File: src/rtl/pin_port6.sv
module pin_port6 #(
  parameter int WIDTH  = 6,
  parameter int OD_IDX = 3
) (
  input  logic             clk,
  input  logic             rst_n,
  input  logic [1:0]       addr,
  input  logic             wr_en,
  input  logic [WIDTH-1:0] wdata,
  output logic [WIDTH-1:0] rdata,
  input  logic [WIDTH-1:0] pin_in,
  output logic [WIDTH-1:0] pin_out,
  output logic [WIDTH-1:0] pin_oe,
  output logic [WIDTH-1:0] pin_pu,
  input  logic [WIDTH-1:0] alt_en,
  input  logic [WIDTH-1:0] alt_out,
  input  logic [WIDTH-1:0] alt_oe
);
  localparam logic [1:0] A_PORT = 2'd0;
  localparam logic [1:0] A_LAT  = 2'd1;
  localparam logic [1:0] A_DIR  = 2'd2;
  localparam logic [1:0] A_PU   = 2'd3;
  localparam logic [WIDTH-1:0] OD_MASK = WIDTH'(1) << OD_IDX;

  logic [WIDTH-1:0] lat_q, dir_q, pu_q, sync1_q, sync2_q;
  logic [WIDTH-1:0] src_val, out_cfg;

  always_ff @(posedge clk or negedge rst_n) begin
    if (!rst_n) begin
      lat_q   <= '0;
      dir_q   <= '1;
      pu_q    <= '0;
      sync1_q <= '0;
      sync2_q <= '0;
    end else begin
      sync1_q <= pin_in;
      sync2_q <= sync1_q;
      if (wr_en) begin
        case (addr)
          A_PORT, A_LAT: lat_q <= wdata;
          A_DIR:         dir_q <= wdata;
          default:       pu_q  <= wdata;
        endcase
      end
    end
  end

  assign src_val = (alt_en & alt_out) | (~alt_en & lat_q);
  assign out_cfg = (alt_en & alt_oe)  | (~alt_en & ~dir_q);
  assign pin_oe  = out_cfg & ~(OD_MASK & src_val);
  assign pin_out = src_val & ~OD_MASK;
  assign pin_pu  = pu_q & ~out_cfg;

  always_comb begin
    case (addr)
      A_PORT:  rdata = sync2_q;
      A_LAT:   rdata = lat_q;
      A_DIR:   rdata = dir_q;
      A_PU:    rdata = pu_q;
      default: rdata = '0;
    endcase
  end
endmodule

File: config.mk
export PLATFORM = sky130hd
export DESIGN_NAME = pin_port6
export DESIGN_NICKNAME = d
export VERILOG_FILES = /design/src/rtl/pin_port6.sv
export SDC_FILE = /design/constraint.sdc
export NUM_CORES = 1
export LEC_CHECK = 0
export ABC_AREA = 1
export BUFFER_PORTS_ARGS = -buffer_cell sky130_fd_sc_hd__buf_2
export CORE_MARGIN = 5
export CORE_UTILIZATION = 42
export CTS_CLUSTER_SIZE = 10
export DETAILED_ROUTE_END_ITERATION = 6
export PLACE_DENSITY_LB_ADDON = 0.12
export SYNTH_ARGS = -nofsm -noshare
export SYNTH_HDL_FRONTEND = slang
export SYNTH_SLANG_ARGS = --single-unit
File: constraint.sdc
create_clock -name clk -period 0.9 [get_ports clk]
set_input_delay 0.09 -clock clk [delete_from_list [all_inputs] [get_ports clk]]
set_output_delay 0.09 -clock clk [all_outputs]
set_load 0.01 [all_outputs]
==> summary.txt <==
Power
  • Power per Cell Area: 1650 nW/um2
  • Int Pwr: around 2300 uW
  • Worst VDD drop: 0.00113 V
  • Clock Power Share: around a quarter
  • Switching Share: 29.6%
  • Seq pwr share: slightly above 50%
  • Lkg Pwr: 0.000998 uW
  • Comb pwr share: 23.7%
  • Net switching power: between 900 and 1000 uW

Cells and area
  • Fill cell count: a little over 300
  • Area Overhead vs Synth: 42.1%
  • Number of nets in the layout: roughly 270
  • Most common cell after layout, fill and taps aside: buf_2
  • Share of layout cells above drive strength 1: around 44%
  • Post-Layout Cell Count: 277
  • Antenna cell count: 0
  • Commonest cells after routing, fill and taps aside: 56 x buf_2, 36 x nand2_1, 24 x dfrtp_1
  • Multi-input logic area: 551 um2
  • Final core area utilization: a little over three fifths
  • Register area: 758 um2

Job
  • Max-Cap Viols: 0

Critical path
  • Setup crit end kind: output pin
  • Critical path, cell by cell: nor2_2 -> a21oi_2 -> and2_4 -> buf_6
  • Critical path class: reg2out
  • CP max stage delay: between 500 and 600 ps
  • Data arrival time of the worst path: 1260 ps
  • CP max FO: 2
  • Req. time, crit path: just over 800 ps
  • Crit start category: flop
  • Cell with the biggest individual delay on the critical path: dfstp_2

CTS
  • CTS Buf Count: 5
  • TritonCTS clock tree: done
  • Clk Latency, worst-skew pair: about 320 ps
  • CTS clk-pin slew, worst paths: 80 ps
  • Root buf cell: clkbuf_4
  • CTS H-tree depth: 2
  • Clock tree buffer depth: 2
  • Clock sinks: 30
  • Post-CTS setup buffer count: 0

GRT
  • Met3 usage: 5.32%
  • Initial antenna violation count: 0
  • Top Usage Layer GRT: met2
  • Met2 GRT Util: 31.4%
  • Global-route wire length before repair: between 5 and 6 mm
  • Vias in the first global route: approximately 1300
  • Largest net degree at the start of global routing: 31
  • Total track usage: roughly 17%
  • GR Overflow Total: 0
  • Met1 Use GR: between 10% and 20%

Yosys
  • Syn_nets: between 150 and 200
  • Sequential area share after synthesis: a little under three fifths
  • Yosys top cell area share: between 40% and 50%
  • Simple-gate share of the synthesized area: 22.8%
  • Largest family of logic cells by synthesized area: simple AND/OR/NAND/NOR gates
  • Post-synthesis xor/xnor area fraction: 0%
  • Compound-cell area share of the yosys netlist: approximately an eighth
  • FF+latch count, synth: 30
  • Post-synthesis mux area share: 0%
  • Ys Warns: 0
  • Post-Syn Area: 1380 um2
  • Adder-cell share of the synthesized area: 0%
  • Synth cell types: 19
  • Cell count after synthesis: ~160
  • Synthesized area per cell: 8.72 um2
  • Cell taking the most area after synthesis: dfrtp_1
  • Synth top area cells: dfrtp_1 44%, dfstp_2 11%, nand2_1 9.8%

Route
  • Antenna Violating Nets Remaining: 0
  • Routed wire length per instance: between 10 and 15 um
  • DR pass1 iterations: 4
  • Drt initial violations: 36
  • Total Wirelength: 3.35 mm
  • Via/cell ratio: approximately 4.8
  • Routed via count: about 1300
  • DRC Markers: 0

Place
  • Placed insts: about 260
  • Dpl hpwl: between 2 and 3 mm
  • PortBufs: 57
  • Global placement routability congestion: just over 0.8

Timing
  • Fmax: 739 MHz
  • Final period util: 150%
  • Max Slew Vio Count: 0
  • Final Hold Viols: 0
  • Final setup viols: 23
  • Clock Skews: 4.00 ps
  • Worst setup margin: -453 ps
  • Unrepaired setup endpoints after global routing: yes
  • Final worst path period need: 1350 ps

Floorplan
  • I/O pin total: between 50 and 60
  • Chip width: 67.3 um
  • Initial Utilization: 44.4%
  • Rows: 20
  • Die H: between 60 and 70 um
  • Core Area: 3100 um2
  • Die area: 4530 um2

Run status
  • Failing checks: negative setup slack
  • Status: finished with violations

Hold path
  • Hold WC Path Type: in2reg
==> worst max-delay path: cells and delay by family (launching register included) <==
kind	cells	cell delay, ps
DFF	1	540
and+or+nand+nor	2	200
AOI/OAI and AO/OA	1	120
buffers and inverters	1	90
==> area by class of cell <==
| cell class | instances | area share (%) |
|---|---|---|
| Clock buffer | 8 | 3.00 |
| Inverter | 19 | 3.77 |
| Multi-Input combinational cell | 102 | 28.1 |
| Sequential cell | 30 | 38.7 |
| Tap cell | 44 | 2.81 |
| Timing Repair Buffer | 74 | 23.6 |
==> power groups by stage <==
stage,clock [uW],sequential [uW],combinational (uW)
after global placement,0,1660,694
after floorplan,0,1630,403
after global routing,902,1670,869
final,816,1650,765
after CTS,843,1650,767
after detailed placement,0,1670,720
==> repair_timing <==
| action | CTS | global route |
|---|---|---|
| hold endpoints to repair | 36 | 0 |
| hold buffers | 7 | 0 |
| pin swaps | 21 | 1 |
| gates resized for setup | 12 | 5 |
| endpoints found under the setup margin | 23 | 24 |
==> cells in the mapped netlist <==
cell type  number
nand2_1        36
dfrtp_1        24
nand3_1        19
inv_1          17
o21ai_0        15
nor2_1          8
o21ai_1         8
dfstp_2         6
nand4_1         6
o21ai_2         6
buf_4           3
buf_2           2
buf_6           2
a21oi_1         1
and2_1          1
conb_1          1
inv_2           1
inv_4           1
nand3_2         1
==> path summary, 6_finish.rpt <==
kind | slack [ps] | startpoint | to | depth (start not counted)
hold / removal | 40 | wdata[1] | dir_q[1] | 3
min in group asynchronous | 230 | rst_n | sync2_q[3] | 3
hold reg to reg | 360 | sync1_q[2] | sync2_q[2] | 0
setup reg to reg | 60 | dir_q[3] | dir_q[3] | 3
max in group asynchronous | 430 | rst_n | dir_q[0] | 3
setup / recovery | -450 | dir_q[3] | pin_pu[3] | 4
==> through the flow <==
stage          hold WS (ps)  TNS, ps  worst slack, ps  instance area (um2)  power, uW
2_1_floorplan          -206    -74.0            -44.6                 1400       2030
3_3_place_gp           45.0     -917             -133                 1780       2350
3_5_place_dp           51.3    -1110             -158                 1780       2390
4_1_cts                29.7    -7500             -503                 1940       3260
5_1_grt                35.2    -8690             -527                 1960       3440
6_report               41.8    -7050             -453                 1960       3230
==> registers in the layout, indices dropped and copies added (netlist names) <==
signal   flops
dir_q        6
lat_q        6
pu_q         6
sync1_q      6
sync2_q      6
==> cells by family (layout without fill, tap and decap cells) <==
family          Yosys count  after routing
buf+inv                  26            101
other cells               1              1
simple gates             71             71
flops                    30             30
compound gates           30             30
==> routing by layer <==
| metal | share of wire, % | up-vias |
|---|---|---|
| met5 | 0 | - |
| met4 | 0.89 | 0 |
| met3 | 7.1 | 4 |
| met2 | 54 | 39 |
| met1 | 38 | 619 |
| li1 | - | 664 |
Note: power is estimated with default switching activity, not from simulation.
